--- config.mk ---
export PLATFORM = sky130hd
export DESIGN_NAME = int_alu
export DESIGN_NICKNAME = d
export VERILOG_FILES = /design/src/rtl/alu_pkg.sv /design/src/rtl/alu_ctrl.sv /design/src/rtl/alu_addsub.sv /design/src/rtl/alu_shifter.sv /design/src/rtl/alu_datapath.sv /design/src/rtl/int_alu.sv
export SDC_FILE = /design/constraint.sdc
export NUM_CORES = 1
export LEC_CHECK = 0
export ABC_AREA = 1
export BUFFER_PORTS_ARGS = -buffer_cell sky130_fd_sc_hd__buf_2
export CAP_MARGIN = 0
export CORE_MARGIN = 1.5
export CORE_UTILIZATION = 31
export DETAILED_ROUTE_END_ITERATION = 10
export GPL_ROUTABILITY_DRIVEN = 0
export GPL_TIMING_DRIVEN = 1
export SLEW_MARGIN = 20
export SYNTH_ARGS = -nofsm -noshare
export SYNTH_HDL_FRONTEND = slang
export SYNTH_HIERARCHICAL = 1
export SYNTH_SLANG_ARGS = --single-unit
--- constraint.sdc ---
create_clock -name vclk -period 4.93
set_input_delay 0.986 -clock vclk [all_inputs]
set_output_delay 0.986 -clock vclk [all_outputs]
set_load 0.005 [all_outputs]
--- src/rtl/alu_pkg.sv ---
package alu_pkg;

  localparam int OP_W = 4;

  typedef enum logic [OP_W-1:0] {
    OP_ADD  = 4'd0,
    OP_ADDU = 4'd1,
    OP_SUB  = 4'd2,
    OP_SUBU = 4'd3,
    OP_AND  = 4'd4,
    OP_OR   = 4'd5,
    OP_NOR  = 4'd6,
    OP_SLL  = 4'd7,
    OP_SRL  = 4'd8,
    OP_SRA  = 4'd9,
    OP_SLT  = 4'd10,
    OP_SLTU = 4'd11
  } aluOp_e;

  typedef enum logic [1:0] {
    UNIT_ARITH = 2'd0,
    UNIT_LOGIC = 2'd1,
    UNIT_SHIFT = 2'd2,
    UNIT_CMP   = 2'd3
  } unitSel_e;

  typedef enum logic [1:0] {
    LOGIC_AND = 2'd0,
    LOGIC_OR  = 2'd1,
    LOGIC_NOR = 2'd2
  } logicFn_e;

  typedef struct packed {
    logic     valid;
    unitSel_e unitSel;
    logic     subtract;
    logic     trapEn;
    logicFn_e logicFn;
    logic     shiftLeft;
    logic     shiftArith;
    logic     cmpSigned;
  } aluCtl_t;

endpackage

--- src/rtl/alu_ctrl.sv ---
module alu_ctrl
  import alu_pkg::*;
(
  input  logic [OP_W-1:0] opSel,
  output aluCtl_t         ctl
);

  always_comb begin
    ctl = '{valid: 1'b0, unitSel: UNIT_ARITH, subtract: 1'b0, trapEn: 1'b0,
            logicFn: LOGIC_AND, shiftLeft: 1'b0, shiftArith: 1'b0,
            cmpSigned: 1'b0};
    case (opSel)
      OP_ADD: begin
        ctl.valid  = 1'b1;
        ctl.trapEn = 1'b1;
      end
      OP_ADDU: ctl.valid = 1'b1;
      OP_SUB: begin
        ctl.valid    = 1'b1;
        ctl.subtract = 1'b1;
        ctl.trapEn   = 1'b1;
      end
      OP_SUBU: begin
        ctl.valid    = 1'b1;
        ctl.subtract = 1'b1;
      end
      OP_AND: begin
        ctl.valid   = 1'b1;
        ctl.unitSel = UNIT_LOGIC;
        ctl.logicFn = LOGIC_AND;
      end
      OP_OR: begin
        ctl.valid   = 1'b1;
        ctl.unitSel = UNIT_LOGIC;
        ctl.logicFn = LOGIC_OR;
      end
      OP_NOR: begin
        ctl.valid   = 1'b1;
        ctl.unitSel = UNIT_LOGIC;
        ctl.logicFn = LOGIC_NOR;
      end
      OP_SLL: begin
        ctl.valid     = 1'b1;
        ctl.unitSel   = UNIT_SHIFT;
        ctl.shiftLeft = 1'b1;
      end
      OP_SRL: begin
        ctl.valid   = 1'b1;
        ctl.unitSel = UNIT_SHIFT;
      end
      OP_SRA: begin
        ctl.valid      = 1'b1;
        ctl.unitSel    = UNIT_SHIFT;
        ctl.shiftArith = 1'b1;
      end
      OP_SLT: begin
        ctl.valid     = 1'b1;
        ctl.unitSel   = UNIT_CMP;
        ctl.subtract  = 1'b1;
        ctl.cmpSigned = 1'b1;
      end
      OP_SLTU: begin
        ctl.valid    = 1'b1;
        ctl.unitSel  = UNIT_CMP;
        ctl.subtract = 1'b1;
      end
      default: ;
    endcase
  end

endmodule

--- src/rtl/alu_addsub.sv ---
module alu_addsub #(
  parameter int DATA_W = 32
) (
  input  logic [DATA_W-1:0] a,
  input  logic [DATA_W-1:0] b,
  input  logic              subtract,
  output logic [DATA_W-1:0] sum,
  output logic              carryOut,
  output logic              signedOvf
);

  localparam int MSB = DATA_W - 1;

  logic [DATA_W-1:0] bEff;
  logic [DATA_W:0]   wide;

  always_comb begin
    bEff      = subtract ? ~b : b;
    wide      = {1'b0, a} + {1'b0, bEff} + {{DATA_W{1'b0}}, subtract};
    sum       = wide[DATA_W-1:0];
    carryOut  = wide[DATA_W];
    signedOvf = (a[MSB] == bEff[MSB]) && (sum[MSB] != a[MSB]);
  end

endmodule

--- src/rtl/alu_shifter.sv ---
module alu_shifter #(
  parameter int DATA_W = 32,
  parameter int SH_W   = $clog2(DATA_W)
) (
  input  logic [DATA_W-1:0] din,
  input  logic [SH_W-1:0]   shAmt,
  input  logic              shiftLeft,
  input  logic              shiftArith,
  output logic [DATA_W-1:0] dout
);

  localparam int MSB = DATA_W - 1;

  logic [DATA_W-1:0] stage [SH_W+1];
  logic [DATA_W-1:0] revIn;
  logic [DATA_W-1:0] revOut;
  logic              fillBit;

  always_comb begin
    for (int k = 0; k < DATA_W; k++) begin
      revIn[k] = din[MSB-k];
    end
  end

  assign fillBit  = shiftArith & ~shiftLeft & din[MSB];
  assign stage[0] = shiftLeft ? revIn : din;

  for (genvar i = 0; i < SH_W; i++) begin : gStage
    localparam int STEP = 1 << i;
    assign stage[i+1] = shAmt[i] ? {{STEP{fillBit}}, stage[i][MSB:STEP]}
                                 : stage[i];
  end

  always_comb begin
    for (int k = 0; k < DATA_W; k++) begin
      revOut[k] = stage[SH_W][MSB-k];
    end
  end

  assign dout = shiftLeft ? revOut : stage[SH_W];

endmodule

--- src/rtl/alu_datapath.sv ---
module alu_datapath
  import alu_pkg::*;
#(
  parameter int DATA_W = 32,
  parameter int SH_W   = $clog2(DATA_W)
) (
  input  logic [DATA_W-1:0] opA,
  input  logic [DATA_W-1:0] opB,
  input  logic [SH_W-1:0]   shAmt,
  input  aluCtl_t           ctl,
  output logic [DATA_W-1:0] result,
  output logic              overflow
);

  localparam int MSB = DATA_W - 1;

  logic [DATA_W-1:0] sumVal;
  logic              carryOut;
  logic              addOvf;
  logic [DATA_W-1:0] shiftVal;
  logic [DATA_W-1:0] logicVal;
  logic              lessBit;

  alu_addsub #(.DATA_W(DATA_W)) uAddSub (
    .a         (opA),
    .b         (opB),
    .subtract  (ctl.subtract),
    .sum       (sumVal),
    .carryOut  (carryOut),
    .signedOvf (addOvf)
  );

  alu_shifter #(.DATA_W(DATA_W), .SH_W(SH_W)) uShift (
    .din        (opA),
    .shAmt      (shAmt),
    .shiftLeft  (ctl.shiftLeft),
    .shiftArith (ctl.shiftArith),
    .dout       (shiftVal)
  );

  always_comb begin
    case (ctl.logicFn)
      LOGIC_AND: logicVal = opA & opB;
      LOGIC_OR:  logicVal = opA | opB;
      LOGIC_NOR: logicVal = ~(opA | opB);
      default:   logicVal = '0;
    endcase
  end

  // Signed: difference sign corrected by overflow. Unsigned: borrow out.
  assign lessBit = ctl.cmpSigned ? (sumVal[MSB] ^ addOvf) : ~carryOut;

  always_comb begin
    result = '0;
    if (ctl.valid) begin
      case (ctl.unitSel)
        UNIT_ARITH: result = sumVal;
        UNIT_LOGIC: result = logicVal;
        UNIT_SHIFT: result = shiftVal;
        UNIT_CMP:   result = {{(DATA_W-1){1'b0}}, lessBit};
        default:    result = '0;
      endcase
    end
  end

  assign overflow = ctl.valid & ctl.trapEn & addOvf & (ctl.unitSel == UNIT_ARITH);

endmodule

--- src/rtl/int_alu.sv ---
module int_alu
  import alu_pkg::*;
#(
  parameter int DATA_W = 32,
  localparam int SH_W  = $clog2(DATA_W)
) (
  input  logic [DATA_W-1:0] opA,
  input  logic [DATA_W-1:0] opB,
  input  logic [SH_W-1:0]   shAmt,
  input  logic [OP_W-1:0]   opSel,
  output logic [DATA_W-1:0] result,
  output logic              overflow
);

  aluCtl_t ctl;

  alu_ctrl uCtrl (
    .opSel (opSel),
    .ctl   (ctl)
  );

  alu_datapath #(.DATA_W(DATA_W), .SH_W(SH_W)) uDp (
    .opA      (opA),
    .opB      (opB),
    .shAmt    (shAmt),
    .ctl      (ctl),
    .result   (result),
    .overflow (overflow)
  );

endmodule

==> impl_metrics.toml, run 1 <==
[run_status]
status = "completed"

[final_layout]
design_area_sq_mm = 0.00816
diodes = 0
layout_common_cells = "nand2_1, nand3_1, inv_1"
instances_no_fill = 1891
final_layout_size_suffix_gt1_share_pct = 15.5
nets = 1679
final_common_cell = "nand2_1"
clkbuf_count = 0
syn2layout_area_growth_pct = 11.4
numSequentialCells = 0
seqCellArea_sq_um = 0

[placed_design]
place_area_sq_mm = 0.00804
dp_cells = 1887
port_buffers = 106
post-place-ws_ns = 0.0912
dpl.hpwl_um = 25500

[logic_synthesis]
syn_area_per_cell_sq_um = 4.86
ys_types = 33
synth_area_leader_cell = "nand2_1"
syn_inst = 1505
synth_top_family_by_area = "simple AND/OR/NAND/NOR gates"
synth_compound_area_share_pct = 9.90
synth_fa_ha_area_share_pct = 5.57
yosys.area_share.simple_pct = 64.1
syn-cell-area_sq_mm = 0.00732
synth_top_area_share_pct = 29.6
muxShareOfSynthArea_pct = 0
syn-num-nets = 1610
yosysWarningCount = 6
synth_xor_area_share_pct = 6.22
yosysSeqAreaShare_pct = 0
synthTopCellsByArea = "nand2_1, nand3_1, inv_1"

[pwr]
p_leak_nw = 4.73
peakVddDrop_v = 0.0000750
power.density_mw_per_mm2 = 145
p_total_mw = 1.18

[floorplan]
die_h_um = 157
die_area_sq_mm = 0.0245
ios = 106
rows = 56
dieWidth_um = 157
core-area_sq_mm = 0.0233
start_util_pct = 31.4

[clocking]
hold_buffers = 0

[worst_setup_path]
cp-endpoint = "result[19]"
criticalPathCategory = "primary input to output port"
startpoint_type = "primary input"
critPathBufInv = 7
startpoint = "opSel[1]"
cp.depth = 19
critPathMaxStageDelay_ns = 0.42
critical_path_required_ns = 3.94
crit_arrival_ns = 3.80
crit_slowest_cell = "ha_1"
cp-end-kind = "output port"
cpLargestDelayFamily = "simple AND/OR/NAND/NOR gates"
cp_max_fo = 16
crit_chain = "buf_2, inv_1, nor2_4, buf_12, clkbuf_16, xor2_1, ha_1, nand2_1, nor2_1, nand2_1, inv_1, nand4_1, nand3_1, xor2_1, nand3_1, nand2_1, inv_1, a21oi_2, buf_2"

[drt]
drt_iter0_drc = 1423
vias_per_cell = 5.44
topRoutingLayerUsed = "met5"
met1_length_um = 13600
num_vias = 10300
drc_errors = 0
first_pass_iters = 6
wl_met2_um = 13000
wirelength_um = 31700
wire_per_inst_um = 16.8
wl_met3_um = 3850
ant_nets = 0

[timing]
drv_slew = 0
tightest_slew_ns = 0.858
maxSlewHeadroom_pct = 42.8
period_needed_ns = 4.79
hold_ws_ns = 2.36
fin_ws_ns = 0.140
setup_viol_count_final = 0
clock.fmax_mhz = 209
final_hold_viol_count = 0
period_share_pct = 97.2

[global_routing]
grt_max_degree = 34
overflow = 0
gr-usage-all-layers_pct = 24.6
grt_pass1_wl_um = 47300
antenna_found_initial = 2
grt_pass1_vias = 8960

[run]
maxCapViolCount = 0

[hold_path]
min_from = "opSel[0]"
min_path_type = "primary input to output port"
-- final cells by class --
class                      count  area [sq um]
timing repair buffer         141           836
tap                          319           399
fill                        2720         15200
multi-input combinational   1277          6340
inverter                     154           578
-- routing by layer --
| layer | vias to the layer above | track usage [%] |
|---|---|---|
| li1 | 4980 | - |
| met1 | 4574 | 34.0 |
| met2 | 635 | 38.2 |
| met3 | 85 | 4.46 |
| met4 | 4 | 8.03 |
| met5 | - | 0 |
-- synthesized netlist by cell type --
master and n:
o21ai_0 33, ha_1 31, buf_6 14, nand2_1 578
o21ai_2 2, clkbuf_2 1, xor2_1 49, o21a_1 2
nor2_4 3, fa_1 1, buf_4 5, inv_2 10
nand2_2 22, nand3_1 357, a21oi_2 31, o21bai_1 5
nor2_1 93, a21o_1 4, nor4_1 1, clkbuf_1 11
buf_12 1, xnor2_1 3, buf_2 35, nand4_1 4
buf_1 7, a21oi_1 36, a21boi_0 1, nor3_1 4
nor4_2 1, nor2_2 3, inv_1 144, nor3_2 1
nand3_2 12
-- where the power goes --
part	internal [mW]	switching, mW	total (mW)
Sequential	0	0	0
Clock	0	0	0
Combinational	0.407	0.774	1.18
Total	0.407	0.774	1.18
-- kinds of logic after synthesis --
family	Yosys count
adders and majority gates	32
and+or+nand+nor	1079
xor gates and xnor gates	52
buffers and inverters	228
AOI/OAI and AO/OA	114
-- metrics by stage --
stage / TNS [ns] / util (%)
floorplan: 0 / -
global placement: 0 / 34.4
detailed placement: 0 / 34.4
CTS: 0 / 34.4
global route: -0.0136 / 35.0
finish: 0 / 35.0
-- worst min path at each step --
stage,to,slack (ns),depth (start not counted)
finish,overflow,2.36,5
global route,overflow,2.38,5
CTS,overflow,2.37,5
detailed placement,overflow,2.37,5
global placement,overflow,2.36,5
floorplan,overflow,2.10,3
-- repair_timing --
item | CTS | global route
buffers inserted | 0 | 3
gates resized for setup | 0 | 17
endpoints found under the setup margin | 0 | 6
Note: power is estimated with default switching activity, not from simulation.
==> run 2: changes to the inputs <==
--- a/config.mk
+++ b/config.mk
@@ -8,11 +8,15 @@
 export ABC_AREA = 1
 export BUFFER_PORTS_ARGS = -buffer_cell sky130_fd_sc_hd__buf_2
 export CAP_MARGIN = 0
+export CELL_PAD_IN_SITES_DETAIL_PLACEMENT = 1
+export CELL_PAD_IN_SITES_GLOBAL_PLACEMENT = 2
 export CORE_MARGIN = 1.5
-export CORE_UTILIZATION = 31
+export CORE_UTILIZATION = 29
 export DETAILED_ROUTE_END_ITERATION = 10
 export GPL_ROUTABILITY_DRIVEN = 0
 export GPL_TIMING_DRIVEN = 1
+export PLACE_DENSITY_LB_ADDON = 0.1
+export RECOVER_POWER = 50
 export SLEW_MARGIN = 20
 export SYNTH_ARGS = -nofsm -noshare
 export SYNTH_HDL_FRONTEND = slang
==> run 2 against run 1 <==
Effect of this change:
- routed wire length up 20%
- critical path type unchanged
- cell count rose by 0.37%
- clock-buffer cell count did not move
- largest power group unchanged
- non-clock buffer count is 2 higher
==> impl_metrics.toml, run 2 (synthesized netlist as in run 1, its figures left out) <==
[run_status]
status = "completed"

[final_layout]
seqCellArea_sq_um = 0
layout_common_cells = "nand2_1, nand3_1, inv_1"
final_layout_size_suffix_gt1_share_pct = 15.1
instances_no_fill = 1898
clkbuf_count = 0
final_common_cell = "nand2_1"
diodes = 0
syn2layout_area_growth_pct = 11.4
numSequentialCells = 0
nets = 1681

[placed_design]
port_buffers = 106
dpl.hpwl_um = 31300
dp_cells = 1898
post-place-ws_ns = 0.172

[worst_setup_path]
cp-endpoint = "result[28]"
crit_slowest_cell = "fa_1"
startpoint = "opSel[1]"
cp-end-kind = "output port"
crit_top_cell = "nand2_1"
startpoint_type = "primary input"
cp_max_fo = 11
critPathMaxStageDelay_ns = 0.42
cpLargestDelayFamily = "simple AND/OR/NAND/NOR gates"
cp.depth = 22
criticalPathCategory = "primary input to output port"
critical_path_required_ns = 3.94
crit_arrival_ns = 3.75
critPathBufInv = 6
crit_chain = "buf_2, inv_1, nor2_4, buf_12, nand2_2, nand2_2, inv_1, fa_1, o21ai_2, nand2_1, nand2_2, nand2_1, nand2_2, nand3_1, nand2_1, nand2_1, nand2_1, nand3_1, nand2_1, inv_1, a21oi_2, buf_2"

[global_routing]
gr-usage-all-layers_pct = 28.7
overflow = 0
grt_max_degree = 33
grt_pass1_vias = 10100
grt_pass1_wl_um = 58300
antenna_found_initial = 0

[timing]
setup_viol_count_final = 0
final_hold_viol_count = 0
maxSlewHeadroom_pct = 44.5
clock.fmax_mhz = 211
fin_setup_tns_ns = 0
period_share_pct = 96.1
tightest_slew_ns = 0.830
hold_ws_ns = 2.44
period_needed_ns = 4.74
drv_slew = 0
fin_ws_ns = 0.194
grt_setup_unrepaired = "false"

[pwr]
power.density_mw_per_mm2 = 148
p_total_mw = 1.21
peakVddDrop_v = 0.0000565
p_leak_nw = 4.73

[clocking]
cts-resized-gates = 0
hold_buffers = 0
post_cts_buffers = 0

[floorplan]
ios = 106
start_util_pct = 29.8
dieWidth_um = 162
core-area_sq_mm = 0.0245
die_area_sq_mm = 0.0262
die_h_um = 162
rows = 57

[run]
maxCapViolCount = 0

[drt]
drc_errors = 0
num_vias = 10200
ant_nets = 0
wirelength_um = 38200
wire_per_inst_um = 20.1
first_pass_iters = 5
drt_iter0_drc = 712
vias_per_cell = 5.37

[hold_path]
min_path_type = "primary input to output port"
run 2: changes by cell type in the layout (fill, tap and decap cells not counted), moves of 2 or more:
| cell | previous run | this run |
|---|---|---|
| clkbuf_1 | 0 | 4 |
| a21oi_1 | 27 | 29 |
| a21oi_2 | 40 | 38 |
| buf_12 | 2 | 4 |
| buf_4 | 32 | 30 |
| o21ai_1 | 0 | 2 |
run 2: how the worst min path moves through the flow:
stage,to,depth (start not counted),from,slack [ns]
after floorplan,overflow,3,opSel[2],2.10
after global placement,result[31],6,opB[31],2.44
after detailed placement,result[31],6,opB[31],2.46
after CTS,result[31],6,opB[31],2.46
after global routing,result[5],6,opB[5],2.49
final,result[5],6,opB[5],2.44
run 2: layout make-up:
type | instances | area (sq um)
multi-input cells | 1277 | 6320
well taps | 324 | 405
fillers | 3587 | 16400
repair buffers | 143 | 846
inverters | 154 | 581
run 2: power by group:
part           switching, mW  internal [mW]  total, mW
Combinational          0.802          0.407       1.21
Sequential                 0              0          0
Clock                      0              0          0
Total                  0.802          0.407       1.21
run 2: metrics by stage:
stage,util [%],area (sq um)
2_1_floorplan,-,7320
3_3_place_gp,33.1,8130
3_5_place_dp,33.1,8130
4_1_cts,33.1,8130
5_1_grt,33.2,8160
6_report,33.2,8160
run 2: worst min-delay path, cell delays in order:
cell	delay, ns
buf_2	0.13
nand3_1	0.08
nand2_1	0.05
nand2_1	0.06
a21oi_2	0.05
clkbuf_1	0.10
run 2: metal layers:
metal	global-route usage [%]	up-vias	wire [um]
li1	-	4978	-
met1	41.0	4893	18300
met2	47.3	286	17100
met4	6.55	0	973
met5	0	-	0
met3	1.53	37	1850
==> run 3: changes to the inputs <==
--- a/config.mk
+++ b/config.mk
@@ -17,6 +17,7 @@
 export GPL_TIMING_DRIVEN = 1
 export PLACE_DENSITY_LB_ADDON = 0.1
 export RECOVER_POWER = 50
+export REMOVE_ABC_BUFFERS = 1
 export SLEW_MARGIN = 20
 export SYNTH_ARGS = -nofsm -noshare
 export SYNTH_HDL_FRONTEND = slang
==> run 3 against run 2 <==
Effect of this change:
- largest cell class unchanged
- die area unchanged
- clock-buffer cell count unchanged
- global-route usage down 2.4 points
- non-clock buffer count up 1
- via count down 3.3%
==> impl_metrics.toml, run 3 (synthesized netlist as in run 1, its figures left out) <==
[run_status]
status = "completed"

[floorplan]
die_area_sq_mm = 0.0262
start_util_pct = 29.8
die_h_um = 162
ios = 106
core-area_sq_mm = 0.0245
rows = 57
dieWidth_um = 162

[placed_design]
dp_cells = 1891
dpl.hpwl_um = 28600
post-place-ws_ns = 0.161
port_buffers = 106
place_area_sq_mm = 0.00810

[worst_setup_path]
crit_arrival_ns = 3.83
startpoint_type = "primary input"
cp_max_fo = 7
cpLargestDelayFamily = "simple AND/OR/NAND/NOR gates"
critPathBufInv = 6
crit_top_cell = "nand2_2"
cp-end-kind = "output port"
criticalPathCategory = "primary input to output port"
startpoint = "opSel[1]"
critPathMaxStageDelay_ns = 0.36
crit_slowest_cell = "ha_1"
crit_chain = "buf_2, inv_1, nor2_4, buf_12, clkbuf_16, xor2_1, ha_1, nand2_1, nor2_1, nand2_2, nand2_2, nand2_1, nand2_2, nand2_2, nand2_2, xor2_1, inv_1, nand2_1, nand3_1, a21oi_1, a21oi_1, buf_2"
critical_path_required_ns = 3.94

[timing]
maxSlewHeadroom_pct = 45.8
setup_viol_count_final = 0
final_hold_viol_count = 0
grt_setup_unrepaired = "true"
fin_setup_tns_ns = 0
drv_slew = 0
hold_ws_ns = 2.41
clock.fmax_mhz = 208
fin_ws_ns = 0.115
tightest_slew_ns = 0.810
period_share_pct = 97.7
period_needed_ns = 4.82

[pwr]
power.density_mw_per_mm2 = 144
peakVddDrop_v = 0.0000495
pwr-share-comb_pct = 100.0
p_total_mw = 1.19
p_sw_share_pct = 65.3
seqPwrFrac_pct = 0
power_frac_clock_pct = 0
switchingPower_mw = 0.777
p_leak_nw = 4.77
p_int_mw = 0.413

[final_layout]
syn2layout_area_growth_pct = 12.9
instances_no_fill = 1899
nets = 1682
clkbuf_count = 0
diodes = 0
numSequentialCells = 0
seqCellArea_sq_um = 0
post-route-util_pct = 33.7
layout_common_cells = "nand2_1, nand3_1, inv_1"
final_layout_size_suffix_gt1_share_pct = 15.3
final_common_cell = "nand2_1"
design_area_sq_mm = 0.00826

[hold_path]
min_from = "opSel[0]"
min_path_type = "primary input to output port"

[drt]
drc_errors = 0
met1_length_um = 18300
vias_per_cell = 5.19
num_vias = 9856
first_pass_iters = 4
wl_met3_um = 1300
wire_per_inst_um = 18.7
wl_met2_um = 15300
topRoutingLayerUsed = "met4"
drt_iter0_drc = 654
ant_nets = 0
wirelength_um = 35500

[global_routing]
gr-usage-all-layers_pct = 26.3
grt_pass1_wl_um = 54600
grt_pass1_vias = 9470
antenna_found_initial = 0
overflow = 0
grt_max_degree = 34

[clocking]
hold_buffers = 0

[run]
maxCapViolCount = 0
run 3: repair_timing:
item | CTS | global route
resized for setup | 0 | 18
setup endpoints to repair | 0 | 3
setup buffers | 0 | 5
run 3: path summary, 6_finish.rpt:
| check | to | depth (start not counted) |
|---|---|---|
| setup / recovery | result[0] | 22 |
| hold / removal | overflow | 5 |
run 3: area by class of cell:
| type | count | area (sq um) |
|---|---|---|
| fill | 3573 | 16300 |
| inverter | 154 | 578 |
| multi-input combinational | 1277 | 6340 |
| tap | 324 | 405 |
| timing repair buffer | 144 | 935 |
run 3: tightest hold or removal path: stages:
cell and delay, ns:
buf_2 0.11, nor3_1 0.07, nand3_1 0.08, nor2_1 0.05, buf_2 0.12
run 3: power by group through the flow:
stage | logic, mW | clock network (mW) | registers, mW
after floorplan | 0.728 | 0 | 0
after global routing | 1.33 | 0 | 0
final | 1.19 | 0 | 0
after global placement | 1.15 | 0 | 0
after detailed placement | 1.15 | 0 | 0
after CTS | 1.16 | 0 | 0
run 3: per-layer routing:
metal,GRT usage (%),vias up
met3,0.562,16
met5,0,-
li1,-,4983
met2,41.8,213
met4,4.25,0
met1,39.9,4644
